===== config.mk =====
export PLATFORM = sky130hd
export DESIGN_NAME = seqdec_top
export DESIGN_NICKNAME = d
export VERILOG_FILES = /design/src/rtl/seqdec_pkg.sv /design/src/rtl/seqdec_classify.sv /design/src/rtl/seqdec_regsel.sv /design/src/rtl/seqdec_alusel.sv /design/src/rtl/seqdec_memsel.sv /design/src/rtl/seqdec_top.sv
export SDC_FILE = /design/constraint.sdc
export NUM_CORES = 1
export LEC_CHECK = 0
export ABC_AREA = 1
export CAP_MARGIN = 0
export CORE_UTILIZATION = 28
export DETAILED_ROUTE_END_ITERATION = 10
export HOLD_SLACK_MARGIN = 0.08
export MAX_ROUTING_LAYER = met4
export PLACE_DENSITY_LB_ADDON = 0.1
export RECOVER_POWER = 50
export SLEW_MARGIN = 20
export SYNTH_ARGS = -nofsm -noshare
export SYNTH_HDL_FRONTEND = slang
export SYNTH_HIERARCHICAL = 1
export SYNTH_SLANG_ARGS = --single-unit

===== constraint.sdc =====
create_clock -name clk -period 1.9 [get_ports clk]
set_input_delay 0.38 -clock clk [delete_from_list [all_inputs] [get_ports clk]]
set_output_delay 0.38 -clock clk [all_outputs]
set_load 0.005 [all_outputs]

===== src/rtl/seqdec_pkg.sv =====
package seqdec_pkg;

  typedef enum logic [3:0] {
    OP_HALT  = 4'h0,
    OP_NOP   = 4'h1,
    OP_RRMOV = 4'h2,
    OP_IRMOV = 4'h3,
    OP_STORE = 4'h4,
    OP_LOAD  = 4'h5,
    OP_ALU   = 4'h6,
    OP_JUMP  = 4'h7,
    OP_CALL  = 4'h8,
    OP_RET   = 4'h9,
    OP_PUSH  = 4'hA,
    OP_POP   = 4'hB,
    OP_IADD  = 4'hC
  } opcode_e;

  localparam logic [3:0] FN_ADD = 4'h0;

  // One flag per recognised instruction class.
  typedef struct packed {
    logic rrmov;
    logic irmov;
    logic store;
    logic load;
    logic alu;
    logic jump;
    logic call;
    logic ret;
    logic push;
    logic pop;
    logic iadd;
  } op_flags_t;

endpackage


===== src/rtl/seqdec_classify.sv =====
module seqdec_classify
  import seqdec_pkg::*;
#(
  parameter bit EN_IADD = 1'b1
) (
  input  logic [3:0] icode,
  output op_flags_t  flags
);

  logic iadd_hit;

  generate
    if (EN_IADD) begin : g_iadd
      assign iadd_hit = (icode == 4'(OP_IADD));
    end else begin : g_no_iadd
      assign iadd_hit = 1'b0;
    end
  endgenerate

  always_comb begin
    flags       = '0;
    flags.rrmov = (icode == 4'(OP_RRMOV));
    flags.irmov = (icode == 4'(OP_IRMOV));
    flags.store = (icode == 4'(OP_STORE));
    flags.load  = (icode == 4'(OP_LOAD));
    flags.alu   = (icode == 4'(OP_ALU));
    flags.jump  = (icode == 4'(OP_JUMP));
    flags.call  = (icode == 4'(OP_CALL));
    flags.ret   = (icode == 4'(OP_RET));
    flags.push  = (icode == 4'(OP_PUSH));
    flags.pop   = (icode == 4'(OP_POP));
    flags.iadd  = iadd_hit;
  end

endmodule


===== src/rtl/seqdec_regsel.sv =====
module seqdec_regsel
  import seqdec_pkg::*;
#(
  parameter int REG_W   = 4,
  parameter int SP_ID   = 4,
  parameter int NONE_ID = 15
) (
  input  op_flags_t        flags,
  input  logic [REG_W-1:0] ra,
  input  logic [REG_W-1:0] rb,
  output logic [REG_W-1:0] src_a,
  output logic [REG_W-1:0] src_b,
  output logic [REG_W-1:0] dst_e,
  output logic [REG_W-1:0] dst_m
);

  localparam logic [REG_W-1:0] SP   = REG_W'(SP_ID);
  localparam logic [REG_W-1:0] NONE = REG_W'(NONE_ID);

  logic stack_op;
  logic a_from_ra, a_from_sp;
  logic b_from_rb;
  logic e_to_rb;
  logic m_to_ra;

  assign stack_op  = flags.push | flags.pop | flags.call | flags.ret;
  assign a_from_ra = flags.rrmov | flags.store | flags.alu | flags.push;
  assign a_from_sp = flags.pop | flags.ret;
  assign b_from_rb = flags.alu | flags.store | flags.load | flags.iadd;
  assign e_to_rb   = flags.rrmov | flags.irmov | flags.alu | flags.iadd;
  assign m_to_ra   = flags.load | flags.pop;

  always_comb begin
    src_a = NONE;
    if (a_from_ra)      src_a = ra;
    else if (a_from_sp) src_a = SP;

    src_b = NONE;
    if (b_from_rb)     src_b = rb;
    else if (stack_op) src_b = SP;

    dst_e = NONE;
    if (e_to_rb)       dst_e = rb;
    else if (stack_op) dst_e = SP;

    dst_m = m_to_ra ? ra : NONE;
  end

endmodule


===== src/rtl/seqdec_alusel.sv =====
module seqdec_alusel
  import seqdec_pkg::*;
#(
  parameter int WORD_W     = 32,
  parameter int STACK_STEP = 4
) (
  input  op_flags_t         flags,
  input  logic [3:0]        ifun,
  input  logic [WORD_W-1:0] val_a,
  input  logic [WORD_W-1:0] val_b,
  input  logic [WORD_W-1:0] val_c,
  output logic [WORD_W-1:0] alu_a,
  output logic [WORD_W-1:0] alu_b,
  output logic [3:0]        alu_fn,
  output logic              set_cc
);

  localparam logic [WORD_W-1:0] STEP_UP   = WORD_W'(STACK_STEP);
  localparam logic [WORD_W-1:0] STEP_DOWN = ~STEP_UP + WORD_W'(1);

  logic a_reg, a_const, a_down, a_up, b_reg;

  assign a_reg   = flags.rrmov | flags.alu;
  assign a_const = flags.irmov | flags.store | flags.load | flags.iadd;
  assign a_down  = flags.call | flags.push;
  assign a_up    = flags.ret | flags.pop;
  assign b_reg   = flags.store | flags.load | flags.alu | flags.call |
                   flags.ret | flags.push | flags.pop | flags.iadd;

  always_comb begin
    alu_a = '0;
    if (a_reg)        alu_a = val_a;
    else if (a_const) alu_a = val_c;
    else if (a_down)  alu_a = STEP_DOWN;
    else if (a_up)    alu_a = STEP_UP;

    alu_b  = b_reg ? val_b : '0;
    alu_fn = flags.alu ? ifun : FN_ADD;
    set_cc = flags.alu | flags.iadd;
  end

endmodule


===== src/rtl/seqdec_memsel.sv =====
module seqdec_memsel
  import seqdec_pkg::*;
#(
  parameter int WORD_W = 32
) (
  input  op_flags_t         flags,
  input  logic              bch,
  input  logic [WORD_W-1:0] val_a,
  input  logic [WORD_W-1:0] val_c,
  input  logic [WORD_W-1:0] val_e,
  input  logic [WORD_W-1:0] val_p,
  input  logic [WORD_W-1:0] val_m,
  output logic [WORD_W-1:0] mem_addr,
  output logic              mem_rd,
  output logic              mem_wr,
  output logic [WORD_W-1:0] mem_wdata,
  output logic [WORD_W-1:0] next_pc
);

  logic addr_e, addr_a, to_target;

  assign addr_e    = flags.store | flags.push | flags.call | flags.load;
  assign addr_a    = flags.pop | flags.ret;
  assign to_target = flags.call | (flags.jump & bch);

  always_comb begin
    mem_addr = '0;
    if (addr_e)      mem_addr = val_e;
    else if (addr_a) mem_addr = val_a;

    mem_rd    = flags.load | flags.pop | flags.ret;
    mem_wr    = flags.store | flags.push | flags.call;
    mem_wdata = flags.call ? val_p : val_a;

    next_pc = val_p;
    if (to_target)      next_pc = val_c;
    else if (flags.ret) next_pc = val_m;
  end

endmodule


===== src/rtl/seqdec_top.sv =====
module seqdec_top
  import seqdec_pkg::*;
#(
  parameter int WORD_W     = 32,
  parameter int REG_W      = 4,
  parameter int SP_ID      = 4,
  parameter int NONE_ID    = 15,
  parameter int STACK_STEP = 4,
  parameter bit EN_IADD    = 1'b1
) (
  input  logic              clk,
  input  logic              rst,
  input  logic [3:0]        icode,
  input  logic [3:0]        ifun,
  input  logic [REG_W-1:0]  ra,
  input  logic [REG_W-1:0]  rb,
  input  logic [WORD_W-1:0] val_a,
  input  logic [WORD_W-1:0] val_b,
  input  logic [WORD_W-1:0] val_c,
  input  logic [WORD_W-1:0] val_e,
  input  logic [WORD_W-1:0] val_p,
  input  logic [WORD_W-1:0] val_m,
  input  logic              bch,
  output logic [REG_W-1:0]  src_a,
  output logic [REG_W-1:0]  src_b,
  output logic [REG_W-1:0]  dst_e,
  output logic [REG_W-1:0]  dst_m,
  output logic [WORD_W-1:0] alu_a,
  output logic [WORD_W-1:0] alu_b,
  output logic [3:0]        alu_fn,
  output logic              set_cc,
  output logic [WORD_W-1:0] mem_addr,
  output logic              mem_rd,
  output logic              mem_wr,
  output logic [WORD_W-1:0] mem_wdata,
  output logic [WORD_W-1:0] next_pc
);

  localparam logic [REG_W-1:0] NONE = REG_W'(NONE_ID);

  op_flags_t         flags;
  logic [REG_W-1:0]  n_src_a, n_src_b, n_dst_e, n_dst_m;
  logic [WORD_W-1:0] n_alu_a, n_alu_b, n_mem_addr, n_mem_wdata, n_next_pc;
  logic [3:0]        n_alu_fn;
  logic              n_set_cc, n_mem_rd, n_mem_wr;

  seqdec_classify #(.EN_IADD(EN_IADD)) u_classify (
    .icode (icode),
    .flags (flags)
  );

  seqdec_regsel #(.REG_W(REG_W), .SP_ID(SP_ID), .NONE_ID(NONE_ID)) u_regsel (
    .flags (flags),
    .ra    (ra),
    .rb    (rb),
    .src_a (n_src_a),
    .src_b (n_src_b),
    .dst_e (n_dst_e),
    .dst_m (n_dst_m)
  );

  seqdec_alusel #(.WORD_W(WORD_W), .STACK_STEP(STACK_STEP)) u_alusel (
    .flags  (flags),
    .ifun   (ifun),
    .val_a  (val_a),
    .val_b  (val_b),
    .val_c  (val_c),
    .alu_a  (n_alu_a),
    .alu_b  (n_alu_b),
    .alu_fn (n_alu_fn),
    .set_cc (n_set_cc)
  );

  seqdec_memsel #(.WORD_W(WORD_W)) u_memsel (
    .flags     (flags),
    .bch       (bch),
    .val_a     (val_a),
    .val_c     (val_c),
    .val_e     (val_e),
    .val_p     (val_p),
    .val_m     (val_m),
    .mem_addr  (n_mem_addr),
    .mem_rd    (n_mem_rd),
    .mem_wr    (n_mem_wr),
    .mem_wdata (n_mem_wdata),
    .next_pc   (n_next_pc)
  );

  always_ff @(posedge clk) begin
    if (rst) begin
      src_a     <= NONE;
      src_b     <= NONE;
      dst_e     <= NONE;
      dst_m     <= NONE;
      alu_a     <= '0;
      alu_b     <= '0;
      alu_fn    <= FN_ADD;
      set_cc    <= 1'b0;
      mem_addr  <= '0;
      mem_rd    <= 1'b0;
      mem_wr    <= 1'b0;
      mem_wdata <= '0;
      next_pc   <= '0;
    end else begin
      src_a     <= n_src_a;
      src_b     <= n_src_b;
      dst_e     <= n_dst_e;
      dst_m     <= n_dst_m;
      alu_a     <= n_alu_a;
      alu_b     <= n_alu_b;
      alu_fn    <= n_alu_fn;
      set_cc    <= n_set_cc;
      mem_addr  <= n_mem_addr;
      mem_rd    <= n_mem_rd;
      mem_wr    <= n_mem_wr;
      mem_wdata <= n_mem_wdata;
      next_pc   <= n_next_pc;
    end
  end

endmodule


# Yosys cells after proc, flatten, opt, wreduce, memory -nomap -nowiden
# Cells that the tools add are included.
word_totals:
  reg_bits: 183
  elab_cells: 77
  output_inout_bits: 183
classes:
  reduce_logical: 3
  bitwise: 36
  mux: 14
  eq_ne: 11
op_table:
  columns: ["op", "count"]
  rows:
  - ["32-bit two-way mux", 8]
  - ["1-bit bitwise OR", 32]
  - ["4-bit == test (second input constant)", 5]
  - ["4-bit two-way mux", 5]
  - ["4-bit by 3-bit == test with 1-bit output (second input constant)", 4]
  - ["4-bit by 2-bit == test with 1-bit output (second input constant)", 2]
  - ["2-bit OR reduction", 3]
  - ["3-bit two-way mux", 1]
  - ["1-bit inverter", 3]
  - ["1-bit AND", 1]

# Depth between registers and ports, before layout
logic_depth:
  ltp_word: 10
  mapped_depth: 13

# Modules after synthesis
# The synthesis kept the hierarchy.
by_module_without_submodules:
  columns: ["module", "area_each_um2", "cells_per_inst", "instances", "seq_area_each_um2"]
  rows:
  - ["seqdec_top", 5268.8, 570, 1, 3663.5]
  - ["seqdec_memsel", 1993.2, 459, 1, 0.0]
  - ["seqdec_alusel", 1043.5, 261, 1, 0.0]
  - ["seqdec_regsel", 182.7, 39, 1, 0.0]
  - ["seqdec_classify", 98.8, 24, 1, 0.0]

# Least setup slack after synthesis
# No wires, ideal clock.
synth_timing:
  path_kind: "input -> register"
  from: "in icode[3]"
  to: "reg mem_addr[10]"
  path_stages: 9
  n_path_buf: 1
  slack_ns: 0.244
  setup_time_ns: 0.112
  arrival_time_ns: 1.544
  path_cell_list: "inv_2 > nand2_2 > nor2_1 > clkinv_1 > clkbuf_1 > nand3_1 > nand2_1 > inv_1 > nor2_1"
synth_lines:
  columns: ["item", "line_no", "source"]
  rows:
  - ["from (decl)", "seqdec_top.sv:13", "input logic [3:0] icode,"]
  - ["to (signal assigned)", "seqdec_top.sv:113", "mem_addr <= n_mem_addr;"]
  - ["to (decl)", "seqdec_top.sv:32", "output logic [WORD_W-1:0] mem_addr,"]

==> results_dict.tcl <==
set metrics [dict create \
    clk_pin_slew_ps 70 \
    die_h_um 177 \
    grt_start_max_net_pins 74 \
    drive_gt1_share_pct 6.15 \
    synth_top_area_share_pct 42.7 \
    io_pins 394 \
    fp-row-count 63 \
    worst_slew_pin_slew_ps 441 \
    p_per_area_nw_per_um2 705 \
    cts_num_sinks 183 \
    relSlewSlack_pct 70.6 \
    grt_overflow 0 \
    crit_top_cell "buf_12" \
    ys_types 21 \
    critPathMaxFanout 36 \
    num-fill-cells 3099 \
    start_util_pct 28.7 \
    p_clk_share_pct 37.0 \
    min_period_ps 1750 \
    synth_nets 1564 \
    die_w_um 177 \
    intPower_mw 7.09 \
    maxSlewViolCount 0 \
    power_switching_mw 2.59 \
    synthArstFlopShare_pct 0 \
    rsz0062_at_grt "false" \
    seqPwrFrac_pct 42.5 \
    io_buffers 393 \
    wirelength_um 30500 \
    clockRootBuffer "clkbuf_16" \
    cts-resized-gates 0 \
    ys_seq_elements 183 \
    hold_violations 0 \
    instances_no_fill 2148 \
    synth_area_um2 8590 \
    setup_viol 0 \
    grt_pass1_wl_um 45900 \
    hpwl_um 23400 \
    syn_area_per_cell_um2 6.35 \
    place_inst 2115 \
    die_area_um2 31400 \
    cts_tree "built" \
    switching_share_pct 26.8 \
    cp-start-kind "input pin" \
    vias 8758 \
    cp_slowest_stage_delay_ps 530 \
    worstHoldEndpoint "mem_addr[3]" \
    cts.htree.levels 4 \
    post-place-ws_ps -290 \
    synth_edf_count 0 \
    post_cts_buffers 0 \
    drt_iter0_drc 415 \
    finalCritPeriodShare_pct 91.9 \
    synth_top_cell_by_area "dfxtp_1" \
    min-delay-start "rst" \
    antenna_found_initial 1 \
    crit_type "input pin to flop" \
    synth_ff_type "dfxtp_1" \
    path_buf_inv 5 \
    ys_top_cells_by_area "dfxtp_1, nand2_1, inv_1" \
    numCtsBuffers 17 \
    p_leak_nw 7.08 \
    cp_slowest_cell "clkdlybuf4s50_1" \
    design.core.area_um2 29900 \
    worstPathCellList "clkdlybuf4s50_1 > inv_2 > nand2_2 > nor2_4 > buf_12 > a21oi_2 > buf_12 > nand2_1 > o21ai_1 > inv_1 > nor2_1" \
    ant_nets 0 \
    share_comb_of_total_power_pct 20.5 \
    drc_errors 0 \
    viasPerCell 4.08 \
    max-vdd-ir-drop_mv 0.442 \
    first_pass_iters 5 \
    fmax_mhz 572 \
    status "complete, no violations" \
    power.total_mw 9.69 \
    crit_required_ps 2260 \
    path_delay_family "buffers and inverters" \
    hold_depth 2 \
    wl_per_cell_um 14.2 \
    hold_buffers 0 \
    worst_setup_path_end_kind "flop" \
    nNetsFinal 1955 \
    grt_usage_pct 20.0 \
    hp-class "input pin to flop" \
    grt_pass1_vias 8285 \
    syn_inst 1353 \
    max-cap-violations 0 \
    ctsLongestPathBuffers 2 \
    synth_seq_area_share_pct 42.7 \
    worstPathArrival_ps 2110 \
    gp_congestion 0.877 \
    yosysWarnings 6 \
    final.setup.worst_slack_ps 153 \
    syn_to_final_growth_pct 59.9 \
]
[through the flow]
step	utilization, %	instance area [um^2]	hold WS, ps	TNS [ps]
after floorplan	-	8590	551	0
after global placement	44.1	13200	704	-28020
after detailed placement	44.1	13200	709	-31050
after CTS	46.0	13800	233	0
after global routing	46.0	13700	236	0
final	46.0	13700	254	0
[worst max path at each step]
stage	end	cells past startpoint	start	slack, ps
after floorplan	mem_addr[10]	9	icode[3]	240
after global placement	alu_a[2]	13	icode[1]	-250
after detailed placement	alu_a[2]	13	icode[1]	-290
after CTS	alu_a[23]	1	alu_a[23]	140
after global routing	mem_addr[0]	12	icode[1]	6
final	next_pc[1]	11	icode[2]	150
[cell usage after synthesis, types with 4 or more instances]
| master | number |
|---|---|
| nor2_4 | 4 |
| nand2_2 | 5 |
| o21ai_0 | 91 |
| nand3_1 | 37 |
| clkbuf_1 | 10 |
| nand2_1 | 361 |
| nor2_1 | 238 |
| buf_2 | 26 |
| buf_4 | 7 |
| buf_6 | 23 |
| o21ai_1 | 12 |
| nor2_2 | 15 |
| dfxtp_1 | 183 |
| inv_1 | 330 |
[metal layers]
metal | vias to the layer above | GRT usage (%) | routed length (um)
met2 | 235 | 33.4 | 14900
met3 | 24 | 5.24 | 1940
met4 | 0 | 5.57 | 432
met1 | 3881 | 23.5 | 13300
li1 | 4618 | - | -
met5 | - | - | 0
[kinds of logic after synthesis]
group	after synthesis	share of synthesized area, %
flops	183	42.7
buf+inv	401	20.3
simple gates	662	30.6
compound gates	107	6.46
[final cells by class]
| type | count | area, um^2 | share of cell area (%) |
|---|---|---|---|
| tap | 390 | 488 | 3.55 |
| inverter | 333 | 1250 | 9.10 |
| clock buffer | 18 | 429 | 3.12 |
| multi-input combinational | 769 | 3200 | 23.3 |
| sequential | 183 | 3660 | 26.7 |
| antenna | 1 | 2.50 | 0.0182 |
| timing repair buffer | 440 | 4550 | 33.1 |
| clock inverter | 14 | 149 | 1.08 |
[power by group through the flow]
stage / Sequential (mW) / Clock [mW] / Combinational (mW)
5_1_grt: 4.14 / 3.88 / 2.23
6_report: 4.12 / 3.58 / 1.98
3_3_place_gp: 4.21 / 0 / 2.07
3_5_place_dp: 4.22 / 0 / 2.07
2_1_floorplan: 4.24 / 0 / 0.808
4_1_cts: 4.13 / 3.73 / 2.08
[placed cells by master (no fill, tap or decap)]
cell and n:
a21oi_2 1, buf_12 22, buf_4 21, buf_6 1, bufinv_16 2, clkbuf_1 4, clkbuf_16 17, clkbuf_2 1
clkdlybuf4s50_1 264, clkinv_1 1, clkinv_2 4, clkinv_4 3, clkinvlp_4 1, dfxtp_1 183, diode_2 1, dlygate4sd3_1 128
inv_1 330, inv_2 2, inv_6 4, nand2_1 361, nand2_2 5, nand3_1 36, nand3_2 1, nand3_4 1
nor2_1 236, nor2_2 14, nor2_4 7, o21ai_0 91, o21ai_1 12, o21bai_1 3, or2_4 1
[registers in the layout, indices dropped and copies added (netlist names)]
name / count
alu_a: 32
alu_b: 32
alu_fn: 4
dst_e: 4
dst_m: 4
mem_addr: 32
mem_rd: 1
mem_wdata: 32
mem_wr: 1
next_pc: 32
set_cc: 1
src_a: 4
src_b: 4
Note: power is estimated with default switching activity, not from simulation.
